$ cat config.mk
export PLATFORM = sky130hd
export DESIGN_NAME = tdm_delay_aligner
export DESIGN_NICKNAME = d
export VERILOG_FILES = /design/src/rtl/tdm_align_pkg.sv /design/src/rtl/tdm_frame_timer.sv /design/src/rtl/tdm_tap_line.sv /design/src/rtl/tdm_cfg_regs.sv /design/src/rtl/tdm_byte_packer.sv /design/src/rtl/tdm_delay_aligner.sv
export SDC_FILE = /design/constraint.sdc
export NUM_CORES = 1
export LEC_CHECK = 0
export ABC_AREA = 0
export BUFFER_PORTS_ARGS = -buffer_cell sky130_fd_sc_hd__buf_2
export CAP_MARGIN = 30
export CORE_MARGIN = 2
export CORE_UTILIZATION = 60
export CTS_CLUSTER_SIZE = 14
export DETAILED_ROUTE_END_ITERATION = 10
export GPL_ROUTABILITY_DRIVEN = 0
export PLACE_DENSITY = 0.8
export SLEW_MARGIN = 20
export SYNTH_ARGS = -nofsm -noshare
export SYNTH_HDL_FRONTEND = slang
export SYNTH_SLANG_ARGS = --single-unit
export TNS_END_PERCENT = 30
$ cat constraint.sdc
create_clock -name clk -period 3.9 [get_ports clk]
set_input_delay 0.78 -clock clk [delete_from_list [all_inputs] [get_ports clk]]
set_output_delay 0.78 -clock clk [all_outputs]
set_load 0.005 [all_outputs]
$ cat src/rtl/tdm_align_pkg.sv
package tdm_align_pkg;
  localparam int unsigned DEF_CHANS     = 128;
  localparam int unsigned DEF_SLOT_BITS = 8;
  localparam int unsigned DEF_OSR       = 4;
  localparam int unsigned DEF_TAPS      = 32;

  typedef enum logic { SEL_CHAN_DLY = 1'b0, SEL_BIT_DLY = 1'b1 } cfg_sel_e;
endpackage

$ cat src/rtl/tdm_frame_timer.sv
module tdm_frame_timer #(
  parameter int unsigned CHANS     = 128,
  parameter int unsigned SLOT_BITS = 8,
  parameter int unsigned OSR       = 4,
  parameter int unsigned TAPS      = 32,
  localparam int unsigned QPF = CHANS * SLOT_BITS * OSR,
  localparam int unsigned QW  = $clog2(QPF),
  localparam int unsigned OSW = $clog2(OSR),
  localparam int unsigned BIW = QW - OSW
) (
  input  logic           clk,
  input  logic           rst_n,
  input  logic           frame_n,
  output logic           locked,
  output logic           samp_tick,
  output logic           frame_load,
  output logic [BIW-1:0] bit_idx
);
  // Sampling lags the raw quarter count by the deepest tap plus half a bit.
  localparam int unsigned LAT = TAPS - 1 + OSR / 2;

  logic [QW-1:0] qcnt;
  logic [QW-1:0] rcnt;

  function automatic logic [QW-1:0] realigned_quarter(input logic [QW-1:0] q);
    return q - QW'(LAT);
  endfunction

  always_ff @(posedge clk) begin
    if (!rst_n) begin
      qcnt   <= '0;
      locked <= 1'b0;
    end else if (!frame_n) begin
      qcnt   <= '0;
      locked <= 1'b1;
    end else begin
      qcnt <= qcnt + 1'b1;
    end
  end

  always_comb begin
    rcnt       = realigned_quarter(qcnt);
    samp_tick  = locked && (rcnt[OSW-1:0] == '0);
    frame_load = locked && (rcnt == '1);
    bit_idx    = rcnt[QW-1:OSW];
  end

  AST_LOAD_APART: assert property (@(posedge clk) disable iff (!rst_n)
    frame_load |-> !samp_tick);
  AST_TICK_SPACING: assert property (@(posedge clk) disable iff (!rst_n)
    samp_tick |=> !samp_tick);
endmodule

$ cat src/rtl/tdm_tap_line.sv
module tdm_tap_line #(
  parameter int unsigned TAPS = 32,
  localparam int unsigned BDW = $clog2(TAPS)
) (
  input  logic           clk,
  input  logic           rst_n,
  input  logic           din,
  input  logic [BDW-1:0] bit_dly,
  output logic           tap_bit
);
  logic [TAPS-1:0] line;

  // A larger delay reads a newer sample, since the read point is fixed.
  function automatic logic [BDW-1:0] tap_of(input logic [BDW-1:0] d);
    return BDW'(TAPS - 1) - d;
  endfunction

  always_ff @(posedge clk) begin
    if (!rst_n) line <= '0;
    else        line <= {line[TAPS-2:0], din};
  end

  assign tap_bit = line[tap_of(bit_dly)];
endmodule

$ cat src/rtl/tdm_cfg_regs.sv
module tdm_cfg_regs #(
  parameter int unsigned CHW = 7,
  parameter int unsigned BDW = 5
) (
  input  logic           clk,
  input  logic           rst_n,
  input  logic           cfg_we,
  input  logic           cfg_sel,
  input  logic [CHW-1:0] cfg_wdata,
  input  logic           frame_n,
  input  logic           frame_load,
  output logic [CHW-1:0] chan_dly,
  output logic [BDW-1:0] bit_dly
);
  import tdm_align_pkg::*;

  logic [CHW-1:0] chan_wr, chan_nx;
  logic [BDW-1:0] bit_wr,  bit_nx;

  always_ff @(posedge clk) begin
    if (!rst_n) begin
      chan_wr  <= '0;
      bit_wr   <= '0;
      chan_nx  <= '0;
      bit_nx   <= '0;
      chan_dly <= '0;
      bit_dly  <= '0;
    end else begin
      if (cfg_we && cfg_sel == SEL_CHAN_DLY) chan_wr <= cfg_wdata;
      if (cfg_we && cfg_sel == SEL_BIT_DLY)  bit_wr  <= cfg_wdata[BDW-1:0];
      if (!frame_n) begin
        chan_nx <= chan_wr;
        bit_nx  <= bit_wr;
      end
      if (frame_load) begin
        chan_dly <= chan_nx;
        bit_dly  <= bit_nx;
      end
    end
  end

  AST_DLY_HELD: assert property (@(posedge clk) disable iff (!rst_n)
    !frame_load |=> $stable(chan_dly) && $stable(bit_dly));
endmodule

$ cat src/rtl/tdm_byte_packer.sv
module tdm_byte_packer #(
  parameter int unsigned SLOT_BITS = 8,
  parameter int unsigned CHW       = 7,
  parameter int unsigned BIW       = 10,
  localparam int unsigned BPW = $clog2(SLOT_BITS)
) (
  input  logic                 clk,
  input  logic                 rst_n,
  input  logic                 samp_tick,
  input  logic [BIW-1:0]       bit_idx,
  input  logic                 tap_bit,
  input  logic [CHW-1:0]       chan_dly,
  output logic                 byte_done,
  output logic                 out_valid,
  output logic [SLOT_BITS-1:0] out_byte,
  output logic [CHW-1:0]       out_chan
);
  logic [SLOT_BITS-2:0] acc;
  logic                 primed;
  logic [CHW-1:0]       slot;
  logic [BPW-1:0]       pos;

  function automatic logic [CHW-1:0] realign_chan(input logic [CHW-1:0] s,
                                                  input logic [CHW-1:0] c);
    return s - c;
  endfunction

  always_comb begin
    slot      = bit_idx[BIW-1:BPW];
    pos       = bit_idx[BPW-1:0];
    byte_done = samp_tick && (pos == BPW'(SLOT_BITS - 1));
  end

  always_ff @(posedge clk) begin
    if (!rst_n) begin
      acc       <= '0;
      primed    <= 1'b0;
      out_valid <= 1'b0;
      out_byte  <= '0;
      out_chan  <= '0;
    end else begin
      out_valid <= 1'b0;
      if (samp_tick && bit_idx == '0) primed <= 1'b1;
      if (byte_done) begin
        out_byte  <= {acc, tap_bit};
        out_chan  <= realign_chan(slot, chan_dly);
        out_valid <= primed;
      end else if (samp_tick) begin
        acc <= {acc[SLOT_BITS-3:0], tap_bit};
      end
    end
  end

  AST_VALID_PULSE: assert property (@(posedge clk) disable iff (!rst_n)
    out_valid |=> !out_valid);
  AST_VALID_FROM_DONE: assert property (@(posedge clk) disable iff (!rst_n)
    out_valid |-> $past(byte_done));
endmodule

$ cat src/rtl/tdm_delay_aligner.sv
module tdm_delay_aligner #(
  parameter int unsigned CHANS     = tdm_align_pkg::DEF_CHANS,
  parameter int unsigned SLOT_BITS = tdm_align_pkg::DEF_SLOT_BITS,
  parameter int unsigned OSR       = tdm_align_pkg::DEF_OSR,
  parameter int unsigned TAPS      = tdm_align_pkg::DEF_TAPS,
  localparam int unsigned CHW = $clog2(CHANS),
  localparam int unsigned BDW = $clog2(TAPS),
  localparam int unsigned BIW = $clog2(CHANS * SLOT_BITS)
) (
  input  logic                 clk,
  input  logic                 rst_n,
  input  logic                 frame_n,
  input  logic                 ser_in,
  input  logic                 cfg_we,
  input  logic                 cfg_sel,
  input  logic [CHW-1:0]       cfg_wdata,
  output logic                 out_valid,
  output logic [SLOT_BITS-1:0] out_byte,
  output logic [CHW-1:0]       out_chan
);
  logic           locked, samp_tick, frame_load, tap_bit, byte_done;
  logic [BIW-1:0] bit_idx;
  logic [CHW-1:0] chan_dly;
  logic [BDW-1:0] bit_dly;

  tdm_frame_timer #(.CHANS(CHANS), .SLOT_BITS(SLOT_BITS), .OSR(OSR), .TAPS(TAPS)) u_timer (
    .clk(clk), .rst_n(rst_n), .frame_n(frame_n), .locked(locked),
    .samp_tick(samp_tick), .frame_load(frame_load), .bit_idx(bit_idx));

  tdm_tap_line #(.TAPS(TAPS)) u_taps (
    .clk(clk), .rst_n(rst_n), .din(ser_in), .bit_dly(bit_dly), .tap_bit(tap_bit));

  tdm_cfg_regs #(.CHW(CHW), .BDW(BDW)) u_cfg (
    .clk(clk), .rst_n(rst_n), .cfg_we(cfg_we), .cfg_sel(cfg_sel),
    .cfg_wdata(cfg_wdata), .frame_n(frame_n), .frame_load(frame_load),
    .chan_dly(chan_dly), .bit_dly(bit_dly));

  tdm_byte_packer #(.SLOT_BITS(SLOT_BITS), .CHW(CHW), .BIW(BIW)) u_pack (
    .clk(clk), .rst_n(rst_n), .samp_tick(samp_tick), .bit_idx(bit_idx),
    .tap_bit(tap_bit), .chan_dly(chan_dly), .byte_done(byte_done),
    .out_valid(out_valid), .out_byte(out_byte), .out_chan(out_chan));

  AST_QUIET_UNLOCKED: assert property (@(posedge clk) disable iff (!rst_n)
    !locked |-> !out_valid);
  AST_NO_TICK_UNLOCKED: assert property (@(posedge clk) disable iff (!rst_n)
    !locked |-> !byte_done);
endmodule

== Yosys cells after proc, flatten, opt, wreduce, memory -nomap -nowiden ==
Index checks and enable logic that the tools add are counted.

* $add $sub $neg: 4
* Eq/ne operators: 2
* Multiplexer cells: 2
* Reduce and logical (&&, ||, !) cells: 11
* Bitwise gates (word level): 2
* Shift operators: 0
* Div/mod/pow operators: 0
* Multiply operators: 0
* Order comparisons: 1

{| class="wikitable"
|+ Operators with widths
! operator !! number
|-
| $add A12 B1 Y12 const B || 1
|-
| $eq A12 B12 Y1 const B || 1
|-
| $sub A12 B6 Y12 const B || 1
|-
| $logic_not A10 Y1 || 1
|-
| $sub A7 B7 Y7 || 1
|-
| $logic_and A1 B1 Y1 || 6
|-
| $lt A5 B6 Y1 const B || 1
|-
| $reduce_and A2 Y1 || 3
|-
| $bmux W1 S5 || 1
|-
| $sub A5 B5 Y5 const A || 1
|-
| $eq A3 B3 Y1 const B || 1
|-
| $logic_not A2 Y1 || 1
|-
| $not A1 Y1 || 2
|-
| $mux W1 || 1
|}

* Bits in writable memories: 0
* Bits of input ports: 13
* Memories kept: 0
* Bits in registers: 105
* Bits in read-only memories: 0
* Word-level logic and storage cells: 36
* Latch bits: 0
* Output and inout bits: 16

== Depth between registers and ports, before layout ==
* Word-level depth: 6
* Mapped depth: 13
* Gate-level depth less buffers: 13

== Cells and area by module ==
From an unflattened synthesis, not the netlist that was laid out.

* Cell total of the unflattened synthesis: 495
* Area total of the unflattened synthesis: 4782.1 sq um

{| class="wikitable"
|+ Modules (own cells, without submodules)
! module !! instances !! seq. area each (sq um) !! cells an instance !! area an instance (sq um)
|-
| tdm_cfg_regs || 1 || 720.7 || 126 || 1372.6
|-
| tdm_byte_packer || 1 || 480.5 || 140 || 1238.7
|-
| tdm_tap_line || 1 || 640.6 || 108 || 1179.9
|-
| tdm_frame_timer || 1 || 260.2 || 121 || 991.0
|}

== Least setup slack after synthesis ==
No wires, ideal clock.

* Kind: register to register
* From: reg u_timer.qcnt[0]
* To: reg u_pack.out_chan[5]
* Slack: 0.779 ns
* Stages on the path, launching flop included: 13
* Setup time: 0.116 ns
* Arrival time: 3.005 ns
* Period minus slack after synthesis: 3.121 ns
* Cell sequence: dfxtp_1 > inv_1 > ha_1 > or4b_1 > and2_1 > xnor2_1 > ha_1 > nor2b_1 > o21a_1 > o41ai_1 > a22oi_1 > or3_1 > a41o_1

* Cells in the longest elaborated chain, start to end: 4
* Elaborated cells between the ends (all ways): 6
* Classes of those cells: add/sub: 2; eq/ne: 1; reduce/logical: 3

{| class="wikitable"
|+ Ends and longest elaborated chain
! item !! line !! text
|-
| from (decl) || tdm_frame_timer.sv:22 || <nowiki>logic [QW-1:0] qcnt;</nowiki>
|-
| from (signal assigned) || tdm_frame_timer.sv:37 || <nowiki>qcnt <= qcnt + 1'b1;</nowiki>
|-
| $sub A12 B6 Y12 || tdm_frame_timer.sv:26 || <nowiki>return q - QW'(LAT);</nowiki>
|-
| named net u_timer.rcnt[0] || tdm_frame_timer.sv:23 || <nowiki>logic [QW-1:0] rcnt;</nowiki>
|-
| $logic_not A2 Y1 || tdm_frame_timer.sv:43 || <nowiki>samp_tick = locked && (rcnt[OSW-1:0] == '0);</nowiki>
|-
| $logic_and A1 B1 Y1 || tdm_frame_timer.sv:43 ||
|-
| $logic_and A1 B1 Y1 || tdm_byte_packer.sv:31 || <nowiki>byte_done = samp_tick && (pos == BPW'(SLOT_BITS - 1));</nowiki>
|-
| to (signal assigned) || tdm_byte_packer.sv:46 || <nowiki>out_chan <= realign_chan(slot, chan_dly);</nowiki>
|-
| to (decl) || tdm_byte_packer.sv:16 || <nowiki>output logic [CHW-1:0] out_chan</nowiki>
|}

The timed path passes the listed nets, and every way through them passes these cells.
A chain may end at the register's enable or synchronous reset.

== Worst setup path after layout ==
* From: reg u_timer.qcnt[1]
* To: reg u_pack.out_chan[5]

* Cells in the longest elaborated chain, start to end: 4
* Elaborated cells between the ends (all ways): 6
* Classes of those cells: add/sub: 2; eq/ne: 1; reduce/logical: 3

{| class="wikitable"
|+ Ends and longest elaborated chain
! item !! line
|-
| $sub A12 B6 Y12 (*) || tdm_frame_timer.sv:26
|-
| branches (longest 3 deep; another with $sub A7 B7 Y7) || -
|}

Every way passes the cells marked *.

==> flow_summary.html <==
<table>
<tr><th>Metric</th><th>Value</th></tr>
<tr><th colspan="2">Run status</th></tr>
<tr><td>Run status</td><td>finished clean</td></tr>
<tr><th colspan="2">Route</th></tr>
<tr><td>Post-detailed-routing wire length</td><td>around 8 mm</td></tr>
<tr><td>Wire length per cell after detailed routing</td><td>approximately 14 µm</td></tr>
<tr><td>First-pass detailed-route iteration total</td><td>4</td></tr>
<tr><td>Via total after detailed routing</td><td>3189</td></tr>
<tr><td>DRC marker count from the first detailed-route iteration</td><td>roughly 210</td></tr>
<tr><td>Via-to-Cell Ratio</td><td>approximately 5.6</td></tr>
<tr><td>DRC errors left</td><td>0</td></tr>
<tr><td>Antenna violation net count after detailed routing</td><td>0</td></tr>
<tr><th colspan="2">Place</th></tr>
<tr><td>Count of input and output buffers</td><td>28</td></tr>
<tr><td>DPL Wire Length</td><td>between 5 and 6 mm</td></tr>
<tr><td>Post-DP Area</td><td>4688 µm²</td></tr>
<tr><th colspan="2">Clocking</th></tr>
<tr><td>Number of gates resized after CTS</td><td>0</td></tr>
<tr><td>Worst-case clock buffer depth</td><td>2</td></tr>
<tr><td>Total number of H-tree levels</td><td>3</td></tr>
<tr><td>CTS Buf Count</td><td>9</td></tr>
<tr><td>Clock-pin slew on the worst setup and hold paths</td><td>about 0.11 ns</td></tr>
<tr><td>Clock tree from TritonCTS</td><td>yes</td></tr>
<tr><td>Insertion delay to the later sink of the worst-skew pair</td><td>0.37 ns</td></tr>
<tr><td>Hold_buf cts</td><td>0</td></tr>
<tr><td>Setup Buffers After CTS</td><td>0</td></tr>
<tr><td>Number of clock sinks</td><td>105</td></tr>
<tr><td>Clock root buffer</td><td>sky130_fd_sc_hd__clkbuf_8</td></tr>
<tr><th colspan="2">Global routing</th></tr>
<tr><td>Total Routing Usage GR</td><td>0.2038</td></tr>
<tr><td>Number of global-route vias before repair</td><td>slightly below 3000</td></tr>
<tr><td>Pin count of the biggest net entering global routing</td><td>58</td></tr>
<tr><td>Antenna violations before repair</td><td>0</td></tr>
<tr><td>GR Overflow Total</td><td>0</td></tr>
<tr><td>First-pass GRT wire length</td><td>13.81 mm</td></tr>
<tr><th colspan="2">Layout</th></tr>
<tr><td>Final layout net count</td><td>between 400 and 500</td></tr>
<tr><td>Synth-to-Final Area Change</td><td>8.234%</td></tr>
<tr><td>Post-route standard cell area excluding fillers</td><td>4901 µm²</td></tr>
<tr><td>Most used cells in the layout excluding fill and tap cells</td><td>sky130_fd_sc_hd__dfxtp_1, sky130_fd_sc_hd__nor2_1, sky130_fd_sc_hd__and2_1, sky130_fd_sc_hd__mux2i_1, sky130_fd_sc_hd__buf_2</td></tr>
<tr><td>Antenna Cells</td><td>0</td></tr>
<tr><td>Share of cells above drive strength 1</td><td>0.1670</td></tr>
<tr><td>Most common cell after layout, fill and taps aside</td><td>sky130_fd_sc_hd__dfxtp_1</td></tr>
<tr><td>Final core utilization</td><td>0.6721</td></tr>
<tr><th colspan="2">Setup path</th></tr>
<tr><td>Worst Path Class, Setup</td><td>reg2reg</td></tr>
<tr><td>Crit Reg-Reg Startpoint</td><td>u_timer.qcnt[1]</td></tr>
<tr><td>Launching element type of the critical path</td><td>flip-flop</td></tr>
<tr><td>CP Max Fanout</td><td>7</td></tr>
<tr><td>Kind of capture point of the worst setup path</td><td>flip-flop</td></tr>
<tr><td>Endpoint arrival time on the critical path</td><td>approximately 3.7 ns</td></tr>
<tr><td>Worst setup startpoint</td><td>u_timer.qcnt[1]</td></tr>
<tr><td>CP Data Required Time</td><td>4.17 ns</td></tr>
<tr><th colspan="2">Worst hold path</th></tr>
<tr><td>Start point of the worst min-delay path</td><td>u_taps.line[13]</td></tr>
<tr><td>Hold Path Class</td><td>reg2reg</td></tr>
<tr><th colspan="2">Floorplanning</th></tr>
<tr><td>Die Ht</td><td>around 91 µm</td></tr>
<tr><td>Die area</td><td>between 8000 and 9000 µm²</td></tr>
<tr><td>I/O pins</td><td>29</td></tr>
<tr><td>Site Rows</td><td>31</td></tr>
<tr><td>Starting utilization of the core area</td><td>0.6210</td></tr>
<tr><td>Core ar.</td><td>around 7300 µm²</td></tr>
<tr><td>Die Span X</td><td>between 90 and 100 µm</td></tr>
<tr><th colspan="2">STA</th></tr>
<tr><td>Relative slew margins</td><td>0.4045</td></tr>
<tr><td>Min cycle time layout</td><td>about 3.5 ns</td></tr>
<tr><td>RSZ-0062 raised after global routing</td><td>false</td></tr>
<tr><td>Number of pins exceeding their max-slew limit in the final report</td><td>0</td></tr>
<tr><td>Final hold violation count</td><td>0</td></tr>
<tr><td>Transition time at the pin with the least slew margin</td><td>between 0.8 and 0.9 ns</td></tr>
<tr><td>Setup TNS</td><td>0 ns</td></tr>
<tr><td>Fmax</td><td>approximately 290 MHz</td></tr>
<tr><td>Final worst hold slack</td><td>~0.46 ns</td></tr>
<tr><td>Post-route clock skew</td><td>about 0.012 ns</td></tr>
<tr><td>Post-route fraction of the period consumed by the critical path</td><td>0.8899</td></tr>
<tr><td>Final count of negative-setup-slack endpoints</td><td>0</td></tr>
<tr><th colspan="2">Synthesis</th></tr>
<tr><td>Post-synthesis sequential element count</td><td>around 110</td></tr>
<tr><td>Combined area of all synthesized cells</td><td>about 4500 µm²</td></tr>
<tr><td>Gate count of the mapped netlist</td><td>456</td></tr>
<tr><td>Yosys warning count</td><td>0</td></tr>
<tr><td>Number of distinct library cells after synthesis</td><td>50</td></tr>
<tr><td>Synth Area per Inst</td><td>approximately 9.9 µm²</td></tr>
<tr><td>Number of enable-type register cells in the synthesized netlist</td><td>0</td></tr>
<tr><td>Fraction of registers with async set or reset after synthesis</td><td>0</td></tr>
<tr><td>Net count after synthesis</td><td>between 400 and 500</td></tr>
<tr><td>Sequential fraction of the synthesis area</td><td>0.4642</td></tr>
<tr><td>Most instantiated flip-flop cell in the synthesis netlist</td><td>sky130_fd_sc_hd__dfxtp_1</td></tr>
<tr><th colspan="2">Power and ir drop</th></tr>
<tr><td>Worst vdd rail ir drop</td><td>0.3815 mV</td></tr>
<tr><td>Power density of the placed cells</td><td>384.9 nW/µm²</td></tr>
<tr><td>Static leakage</td><td>1.920 nW</td></tr>
<tr><td>Pwr Total</td><td>around 0.0019 W</td></tr>
<tr><th colspan="2">Run</th></tr>
<tr><td>Max-Cap Viols</td><td>0</td></tr>
</table>
[flip-flops by register name (all words and copies together), names as in the netlist, 5 cells and up]
register	cells
u_cfg.chan_dly	7
u_cfg.bit_nx	5
u_cfg.chan_wr	7
u_cfg.chan_nx	7
u_cfg.bit_wr	5
u_pack.acc	7
u_timer.qcnt	12
u_cfg.bit_dly	5
u_taps.line	32
u_pack.out_byte	8
u_pack.out_chan	7
[cells in the mapped netlist, drive strengths merged (9+ instances only)]
| master | instances | share of area |
|---|---|---|
| a21oi | 25 | 0.035 |
| and2 | 34 | 0.047 |
| buf | 9 | 0.013 |
| clkbuf | 22 | 0.018 |
| dfxtp | 105 | 0.46 |
| inv | 13 | 0.011 |
| mux2i | 34 | 0.075 |
| mux4 | 10 | 0.050 |
| nand2 | 16 | 0.013 |
| nand3 | 23 | 0.025 |
| nor2 | 53 | 0.044 |
| xnor2 | 11 | 0.021 |
[power by group]
group | total (W) | internal (W) | switching [W] | leakage, nW
clock | 0.000694 | 0.000310 | 0.000384 | 0.108
sequential | 0.00110 | 0.00109 | 0.00000972 | 0.849
combinational | 0.0000955 | 0.0000353 | 0.0000603 | 0.962
total | 0.00189 | 0.00143 | 0.000454 | 1.92
[worst paths after layout]
check | endpoint | slack (ns) | cells after the start
max | u_pack.out_chan[5] | 0.43 | 12
max reg2reg | u_pack.out_chan[5] | 0.43 | 12
min reg2reg | u_taps.line[14] | 0.46 | 1
min | u_taps.line[14] | 0.46 | 1
[final cells by class]
cell class | count | area [µm²]
Multi-Input combinational cell | 307 | 2243
Inverter | 13 | 48.80
Clock inverter | 7 | 88.84
Fill cell | 597 | 2391
Tap cell | 99 | 123.9
Sequential cell | 105 | 2102
Clock buffer | 9 | 123.9
Timing Repair Buffer | 32 | 170.2
[per-stage QoR]
step                instances  setup WS (ns)
floorplan                 456         0.7789
global placement          556         0.6429
detailed placement        556         0.5040
CTS                       572         0.4526
global route              572         0.2572
finish                    572         0.4294
[kinds of logic after synthesis]
logic type / count (synthesis) / share of synthesized area
adders and majority gates: 8 / 0.02376
AOI/OAI and AO/OA: 74 / 0.1221
buffers and inverters: 44 / 0.04228
and+or+nand+nor: 161 / 0.1810
muxes: 44 / 0.1249
xor gates and xnor gates: 20 / 0.04172
DFF: 105 / 0.4642
[per-layer routing]
layer / track usage / up-vias / wire [µm]
met3: 0.06010 / 11 / 342
met4: 0.05682 / 0 / 116
met1: 0.2621 / 1505 / 3701
met5: 0 / - / 0
li1: - / 1611 / -
met2: 0.3358 / 62 / 3888
[worst max-delay path, stage by stage (launching register included)]
cell and delay (ns):
sky130_fd_sc_hd__dfxtp_1 0.38, sky130_fd_sc_hd__inv_1 0.11, sky130_fd_sc_hd__ha_1 0.23, sky130_fd_sc_hd__or4b_1 0.55
sky130_fd_sc_hd__and2_1 0.25, sky130_fd_sc_hd__xnor2_1 0.29, sky130_fd_sc_hd__ha_1 0.29, sky130_fd_sc_hd__nor2b_1 0.13
sky130_fd_sc_hd__o21a_1 0.20, sky130_fd_sc_hd__o41ai_1 0.25, sky130_fd_sc_hd__a22oi_1 0.12, sky130_fd_sc_hd__or3_1 0.36
sky130_fd_sc_hd__a41o_1 0.23
Note: power is estimated with default switching activity, not from simulation.
